[config.mk]
export PLATFORM = sky130hd
export DESIGN_NAME = page_xlate_unit
export DESIGN_NICKNAME = d
export VERILOG_FILES = /design/src/rtl/page_xlate_pkg.sv /design/src/rtl/xlt_victim.sv /design/src/rtl/xlt_cam.sv /design/src/rtl/xlt_ctrl.sv /design/src/rtl/page_xlate_unit.sv
export SDC_FILE = /design/constraint.sdc
export NUM_CORES = 1
export LEC_CHECK = 0
export CAP_MARGIN = 20
export CORE_UTILIZATION = 50
export DETAILED_ROUTE_END_ITERATION = 10
export PLACE_DENSITY = 0.85
export SETUP_SLACK_MARGIN = 0.15
export SYNTH_ARGS = -nofsm -noshare
export SYNTH_HDL_FRONTEND = slang
export SYNTH_SLANG_ARGS = --single-unit
[constraint.sdc]
create_clock -name clk -period 2.52 [get_ports clk]
set_clock_uncertainty 0.05 [all_clocks]
set_input_delay 0.504 -clock clk [delete_from_list [all_inputs] [get_ports clk]]
set_output_delay 0.504 -clock clk [all_outputs]
set_load 0.1 [all_outputs]
[src/rtl/page_xlate_pkg.sv]
package page_xlate_pkg;

  typedef enum logic [0:0] {
    ST_IDLE = 1'b0,
    ST_WALK = 1'b1
  } xl_state_e;

endpackage

[src/rtl/xlt_victim.sv]
module xlt_victim #(
  parameter int ENTRIES = 8,
  parameter int IDX_W   = 3
) (
  input  logic               clk,
  input  logic               rst,
  input  logic [ENTRIES-1:0] valid_vec,
  input  logic               wr_fire,
  output logic [IDX_W-1:0]   wr_idx
);

  logic [IDX_W-1:0] rr_q;
  logic [IDX_W-1:0] free_idx;
  logic             any_free;

  // lowest-numbered free slot
  always_comb begin
    free_idx = '0;
    any_free = 1'b0;
    for (int i = ENTRIES - 1; i >= 0; i--) begin
      if (!valid_vec[i]) begin
        free_idx = IDX_W'(i);
        any_free = 1'b1;
      end
    end
  end

  assign wr_idx = any_free ? free_idx : rr_q;

  // pointer moves only when an occupied slot is overwritten
  always_ff @(posedge clk) begin
    if (rst) begin
      rr_q <= '0;
    end else if (wr_fire && !any_free) begin
      if (rr_q == IDX_W'(ENTRIES - 1)) rr_q <= '0;
      else                             rr_q <= rr_q + 1'b1;
    end
  end

endmodule

[src/rtl/xlt_cam.sv]
module xlt_cam #(
  parameter int PAGE_W  = 4,
  parameter int FRAME_W = 5,
  parameter int ENTRIES = 8,
  parameter int IDX_W   = 3
) (
  input  logic               clk,
  input  logic               rst,
  input  logic               flush,
  input  logic [PAGE_W-1:0]  lk_page,
  output logic               lk_hit,
  output logic [FRAME_W-1:0] lk_frame,
  input  logic               wr_en,
  input  logic [PAGE_W-1:0]  wr_page,
  input  logic [FRAME_W-1:0] wr_frame
);

  logic [ENTRIES-1:0] valid_q;
  logic [PAGE_W-1:0]  key_q   [ENTRIES];
  logic [FRAME_W-1:0] frame_q [ENTRIES];
  logic [ENTRIES-1:0] match;
  logic [IDX_W-1:0]   wr_idx;
  logic               wr_fire;

  // flush wins over a refill in the same cycle
  assign wr_fire = wr_en && !flush;

  xlt_victim #(
    .ENTRIES (ENTRIES),
    .IDX_W   (IDX_W)
  ) u_victim (
    .clk       (clk),
    .rst       (rst),
    .valid_vec (valid_q),
    .wr_fire   (wr_fire),
    .wr_idx    (wr_idx)
  );

  genvar g;
  generate
    for (g = 0; g < ENTRIES; g++) begin : g_ent
      assign match[g] = valid_q[g] && (key_q[g] == lk_page);

      always_ff @(posedge clk) begin
        if (rst) begin
          valid_q[g] <= 1'b0;
        end else if (flush) begin
          valid_q[g] <= 1'b0;
        end else if (wr_fire && (wr_idx == IDX_W'(g))) begin
          valid_q[g] <= 1'b1;
        end
      end

      always_ff @(posedge clk) begin
        if (wr_fire && (wr_idx == IDX_W'(g))) begin
          key_q[g]   <= wr_page;
          frame_q[g] <= wr_frame;
        end
      end
    end
  endgenerate

  assign lk_hit = |match;

  // at most one entry matches, so an OR of the gated frames selects it
  always_comb begin
    lk_frame = '0;
    for (int i = 0; i < ENTRIES; i++) begin
      if (match[i]) lk_frame = lk_frame | frame_q[i];
    end
  end

endmodule

[src/rtl/xlt_ctrl.sv]
module xlt_ctrl
  import page_xlate_pkg::*;
#(
  parameter int PAGE_W  = 4,
  parameter int OFS_W   = 11,
  parameter int FRAME_W = 5,
  parameter int ADDR_W  = 16
) (
  input  logic                      clk,
  input  logic                      rst,
  input  logic                      flush,
  input  logic                      ptbr_load,
  input  logic [ADDR_W-1:0]         ptbr_value,
  input  logic                      req_valid,
  input  logic [PAGE_W+OFS_W-1:0]   req_laddr,
  output logic                      req_ready,
  output logic                      rsp_valid,
  output logic [FRAME_W+OFS_W-1:0]  rsp_paddr,
  output logic                      rsp_hit,
  output logic                      rsp_fault,
  output logic                      evt_hit,
  output logic                      evt_miss,
  output logic                      mem_rd_req,
  output logic [ADDR_W-1:0]         mem_rd_addr,
  input  logic                      mem_rd_valid,
  input  logic [FRAME_W:0]          mem_rd_data,
  input  logic                      lk_hit,
  input  logic [FRAME_W-1:0]        lk_frame,
  output logic                      wr_en,
  output logic [PAGE_W-1:0]         wr_page,
  output logic [FRAME_W-1:0]        wr_frame
);

  localparam int LADDR_W = PAGE_W + OFS_W;
  localparam int PADDR_W = FRAME_W + OFS_W;

  xl_state_e         state_q;
  logic [ADDR_W-1:0] ptbr_q;
  logic [PAGE_W-1:0] page_q;
  logic [OFS_W-1:0]  ofs_q;

  logic [PAGE_W-1:0] req_page;
  logic [OFS_W-1:0]  req_ofs;
  logic              accept;
  logic              eff_hit;
  logic              fill;
  logic              present;

  assign req_page = req_laddr[LADDR_W-1:OFS_W];
  assign req_ofs  = req_laddr[OFS_W-1:0];
  assign accept   = req_valid && req_ready;
  assign eff_hit  = lk_hit && !flush;
  assign fill     = (state_q == ST_WALK) && mem_rd_valid;
  assign present  = mem_rd_data[FRAME_W];

  assign wr_en    = fill && present;
  assign wr_page  = page_q;
  assign wr_frame = mem_rd_data[FRAME_W-1:0];

  always_ff @(posedge clk) begin
    if (rst) begin
      ptbr_q <= '0;
    end else if (ptbr_load) begin
      ptbr_q <= ptbr_value;
    end
  end

  always_ff @(posedge clk) begin
    if (rst) begin
      state_q     <= ST_IDLE;
      req_ready   <= 1'b1;
      rsp_valid   <= 1'b0;
      rsp_paddr   <= '0;
      rsp_hit     <= 1'b0;
      rsp_fault   <= 1'b0;
      evt_hit     <= 1'b0;
      evt_miss    <= 1'b0;
      mem_rd_req  <= 1'b0;
      mem_rd_addr <= '0;
      page_q      <= '0;
      ofs_q       <= '0;
    end else begin
      rsp_valid <= 1'b0;
      evt_hit   <= 1'b0;
      evt_miss  <= 1'b0;
      case (state_q)
        ST_IDLE: begin
          if (accept) begin
            if (eff_hit) begin
              rsp_valid <= 1'b1;
              rsp_paddr <= {lk_frame, req_ofs};
              rsp_hit   <= 1'b1;
              rsp_fault <= 1'b0;
              evt_hit   <= 1'b1;
            end else begin
              state_q     <= ST_WALK;
              req_ready   <= 1'b0;
              mem_rd_req  <= 1'b1;
              mem_rd_addr <= ptbr_q + {{(ADDR_W-PAGE_W){1'b0}}, req_page};
              page_q      <= req_page;
              ofs_q       <= req_ofs;
              evt_miss    <= 1'b1;
            end
          end
        end
        ST_WALK: begin
          if (fill) begin
            state_q    <= ST_IDLE;
            req_ready  <= 1'b1;
            mem_rd_req <= 1'b0;
            rsp_valid  <= 1'b1;
            rsp_hit    <= 1'b0;
            rsp_fault  <= !present;
            rsp_paddr  <= present ? {mem_rd_data[FRAME_W-1:0], ofs_q} : PADDR_W'(0);
          end
        end
        default: state_q <= ST_IDLE;
      endcase
    end
  end

endmodule

[src/rtl/page_xlate_unit.sv]
module page_xlate_unit #(
  parameter int PAGE_W  = 4,
  parameter int OFS_W   = 11,
  parameter int FRAME_W = 5,
  parameter int ENTRIES = 8,
  parameter int ADDR_W  = 16
) (
  input  logic                      clk,
  input  logic                      rst,
  input  logic                      flush,
  input  logic                      ptbr_load,
  input  logic [ADDR_W-1:0]         ptbr_value,
  input  logic                      req_valid,
  input  logic [PAGE_W+OFS_W-1:0]   req_laddr,
  output logic                      req_ready,
  output logic                      rsp_valid,
  output logic [FRAME_W+OFS_W-1:0]  rsp_paddr,
  output logic                      rsp_hit,
  output logic                      rsp_fault,
  output logic                      evt_hit,
  output logic                      evt_miss,
  output logic                      mem_rd_req,
  output logic [ADDR_W-1:0]         mem_rd_addr,
  input  logic                      mem_rd_valid,
  input  logic [FRAME_W:0]          mem_rd_data
);

  localparam int LADDR_W = PAGE_W + OFS_W;
  localparam int IDX_W   = (ENTRIES > 1) ? $clog2(ENTRIES) : 1;

  logic               lk_hit;
  logic [FRAME_W-1:0] lk_frame;
  logic               wr_en;
  logic [PAGE_W-1:0]  wr_page;
  logic [FRAME_W-1:0] wr_frame;

  xlt_cam #(
    .PAGE_W  (PAGE_W),
    .FRAME_W (FRAME_W),
    .ENTRIES (ENTRIES),
    .IDX_W   (IDX_W)
  ) u_cam (
    .clk      (clk),
    .rst      (rst),
    .flush    (flush),
    .lk_page  (req_laddr[LADDR_W-1:OFS_W]),
    .lk_hit   (lk_hit),
    .lk_frame (lk_frame),
    .wr_en    (wr_en),
    .wr_page  (wr_page),
    .wr_frame (wr_frame)
  );

  xlt_ctrl #(
    .PAGE_W  (PAGE_W),
    .OFS_W   (OFS_W),
    .FRAME_W (FRAME_W),
    .ADDR_W  (ADDR_W)
  ) u_ctrl (
    .clk          (clk),
    .rst          (rst),
    .flush        (flush),
    .ptbr_load    (ptbr_load),
    .ptbr_value   (ptbr_value),
    .req_valid    (req_valid),
    .req_laddr    (req_laddr),
    .req_ready    (req_ready),
    .rsp_valid    (rsp_valid),
    .rsp_paddr    (rsp_paddr),
    .rsp_hit      (rsp_hit),
    .rsp_fault    (rsp_fault),
    .evt_hit      (evt_hit),
    .evt_miss     (evt_miss),
    .mem_rd_req   (mem_rd_req),
    .mem_rd_addr  (mem_rd_addr),
    .mem_rd_valid (mem_rd_valid),
    .mem_rd_data  (mem_rd_data),
    .lk_hit       (lk_hit),
    .lk_frame     (lk_frame),
    .wr_en        (wr_en),
    .wr_page      (wr_page),
    .wr_frame     (wr_frame)
  );

endmodule

==> results.yml <==
clock_tree:
  insertion_delay_ns: 0.43
  cts_max_path_buffers: 2
  htreeDepth: 4
  cts_tree: "done"
  path_clk_slew_ns: 0.06
  cts-root-buf: "clkbuf_16"
  holdBufCountCts: 0
  cts_buffers: 17
  cts.sinks: 154
die:
  die_area_mm2: 0.01362
  rows: 41
  die_width_um: 116.7
  die_h_um: 116.7
  fp.coreArea_mm2: 0.01272
  pin_count: 82
  initial_core_util: 0.5172
finish:
  antenna_cells: 0
  fin_area_mm2: 0.008841
  fillers: 815
  final_common_cell: "buf_4"
  nNetsFinal: 751
  layout-drive-gt1-share: 0.2759
  final_cells: 886
  final_cell_mix: "buf_4, dfxtp_1, edfxtp_1"
  area_delta_synth_final_pct: 34.36
setup_path:
  path_class: "in -> reg"
  crit_path_start_kind: "primary input"
  crit_arrival_ns: 2.47
  critPathCaptureType: "register"
  critPathMaxFanout: 5
  required_ns: 2.60
grt:
  grt_usage: 0.2594
  grt.busiest_layer: "met2"
  grt_pass1_wl_um: 26250
  grt_start_max_net_pins: 38
  gr-usage-met3: 0.06227
  gr-usage-met1: 0.3184
  antenna_found_initial: 0
  globalRouteOverflowTotal: 0
  met2_usage: 0.4402
  grt_pass1_vias: 5120
power:
  total_power_mw: 6.505
  ir_drop_mv: 0.6053
  p_leak_nw: 3.355
  power.density_mw_per_mm2: 735.8
placement:
  port_buffers: 81
  gp_congestion: 0.8747
  pre_cts_ws_ns: -0.4526
  post_dp_cell_area_mm2: 0.007818
  dp_cells: 840
  dp.final_hpwl_um: 10920
drt:
  vias: 5295
  drt-pass1-iter-count: 9
  ant_nets: 0
  vias_per_cell: 5.976
  drc: 0
  drt_iter0_drc: 485
  post_drt_wl_per_cell_um: 19.59
  drt-total-wl_um: 17350
synth:
  synth-edff-count: 72
  avgSynthCellArea_um2: 11.65
  ys_ff_latch: 154
  postSynthCellCount: 565
  synth_area_mm2: 0.006580
  ys_seq_area_frac: 0.5781
  ys_warn_count: 0
  synth_fp_nets: 615
  ys.flop_type: "dfxtp_1"
  synth_cell_type_count: 52
  synth-async-reset-ratio: 0
worst_hold_path:
  hold_path.class: "reg -> reg"
timing:
  rsz0062_at_grt: "yes"
  fin_crit_sh: 0.9477
  max-slew-margin-rel: 0.4455
  period_minus_slack_ns: 2.388
  worst_slew_pin_slew_ns: 0.8317
  hold_viol: 0
  setup_viol: 0
  fmax_ghz: 0.4187
  setup_ws_ns: 0.1318
  finalMaxSlewViolations: 0
job:
  maxCapViolCount: 0
status:
  status: "completed"
==> path summary, 6_finish.rpt <==
path / startpoint / end / slack [ns] / depth (start not counted)
setup / recovery: mem_rd_valid / u_cam.key_q[1][12] / 0.13 / 8
hold / removal: u_ctrl.ofs_q[8] / u_ctrl.ofs_q[8] / 0.44 / 2
setup reg to reg: u_cam.key_q[1][1] / u_ctrl.rsp_paddr[7] / 0.25 / 10
hold reg to reg: u_ctrl.ofs_q[8] / u_ctrl.ofs_q[8] / 0.44 / 2
==> worst max-delay path: stages <==
cell and delay (ns):
clkdlybuf4s50_1 0.56, and2_1 0.18, nand2_1 0.10, nor3_2 0.19
nand3_1 0.18, or3_1 0.40, nor2_1 0.17, buf_4 0.18
==> kinds of logic after synthesis <==
group,after synthesis,share of synthesized area
multiplexers,16,0.02434
flip-flops,154,0.5781
buffers and inverters,45,0.03423
AO/OA/AOI/OAI,136,0.1468
AND/OR/NAND/NOR,161,0.1409
XOR/XNOR,46,0.06123
adder cells (fa/ha/maj),7,0.01445
==> synth_stat cells (4+ instances only) <==
library cell | n | area share
dfxtp_1 | 82 | 0.25
edfxtp_1 | 72 | 0.33
a21oi_1 | 48 | 0.037
nand3_1 | 40 | 0.030
nor2_1 | 34 | 0.019
xor2_1 | 24 | 0.032
nand2_1 | 22 | 0.013
xnor2_1 | 22 | 0.029
clkbuf_1 | 21 | 0.012
o21ai_1 | 18 | 0.014
nor3_1 | 17 | 0.013
mux2i_1 | 16 | 0.024
a211oi_1 | 12 | 0.014
nand2b_1 | 12 | 0.011
a311oi_2 | 9 | 0.021
inv_1 | 8 | 0.0046
buf_2 | 6 | 0.0046
ha_1 | 6 | 0.011
nor4_4 | 6 | 0.019
o21a_1 | 6 | 0.0068
o21ai_0 | 6 | 0.0046
a221oi_1 | 5 | 0.0067
a222oi_1 | 5 | 0.0076
a22o_1 | 5 | 0.0067
a31o_1 | 5 | 0.0067
and3_1 | 5 | 0.0048
buf_6 | 5 | 0.0086
a21o_1 | 4 | 0.0046
and2_1 | 4 | 0.0038
nand4_1 | 4 | 0.0038
nor4b_1 | 4 | 0.0053
==> area by class of cell <==
class | instances | area (µm²) | area share
sequential | 154 | 3805 | 0.4304
multi-input combinational | 366 | 2744 | 0.3104
inverter | 8 | 30.03 | 0.003397
tap | 172 | 215.2 | 0.02434
clock inverter | 6 | 90.09 | 0.01019
timing repair buffer | 154 | 1388 | 0.1569
clock buffer | 26 | 569.3 | 0.06439
==> power by group <==
part           total, mW  switching (mW)  internal, mW
Combinational      0.961           0.648         0.313
Clock               2.77            1.00          1.77
Sequential          2.77          0.0695          2.70
==> metal layers <==
metal | routed length (µm) | vias to the layer above
met5 | 0 | -
met4 | 389 | 0
met3 | 1288 | 43
met2 | 8975 | 260
met1 | 6700 | 2624
li1 | - | 2368
==> sequential cells by signal, summed over array words and instances, names as in the netlist <==
register	cells
u_cam.frame_q	40
u_cam.key_q	32
u_ctrl.mem_rd_addr	16
u_ctrl.ptbr_q	16
u_ctrl.rsp_paddr	16
u_ctrl.ofs_q	11
u_cam.valid_q	8
u_ctrl.wr_page	4
u_cam.u_victim.rr_q	3
u_ctrl.evt_hit	1
u_ctrl.evt_miss	1
u_ctrl.mem_rd_req	1
u_ctrl.req_ready	1
u_ctrl.rsp_fault	1
u_ctrl.rsp_hit	1
u_ctrl.rsp_valid	1
u_ctrl.state_q	1
==> through the flow <==
stage	setup TNS, ns	hold slack [ns]	utilization
CTS	0	0.4312	0.6858
global route	0	0.4579	0.6949
global placement	-18.09	0.3976	0.6145
floorplan	0	0.4090	-
finish	0	0.4381	0.6949
detailed placement	-24.42	0.4226	0.6145
==> timing repair <==
action	in CTS	in global routing
setup buffers	8	3
pin swaps	13	15
setup endpoints to repair	45	93
cloned	3	0
resized for setup	23	25
(Power assumes the default switching activity.)
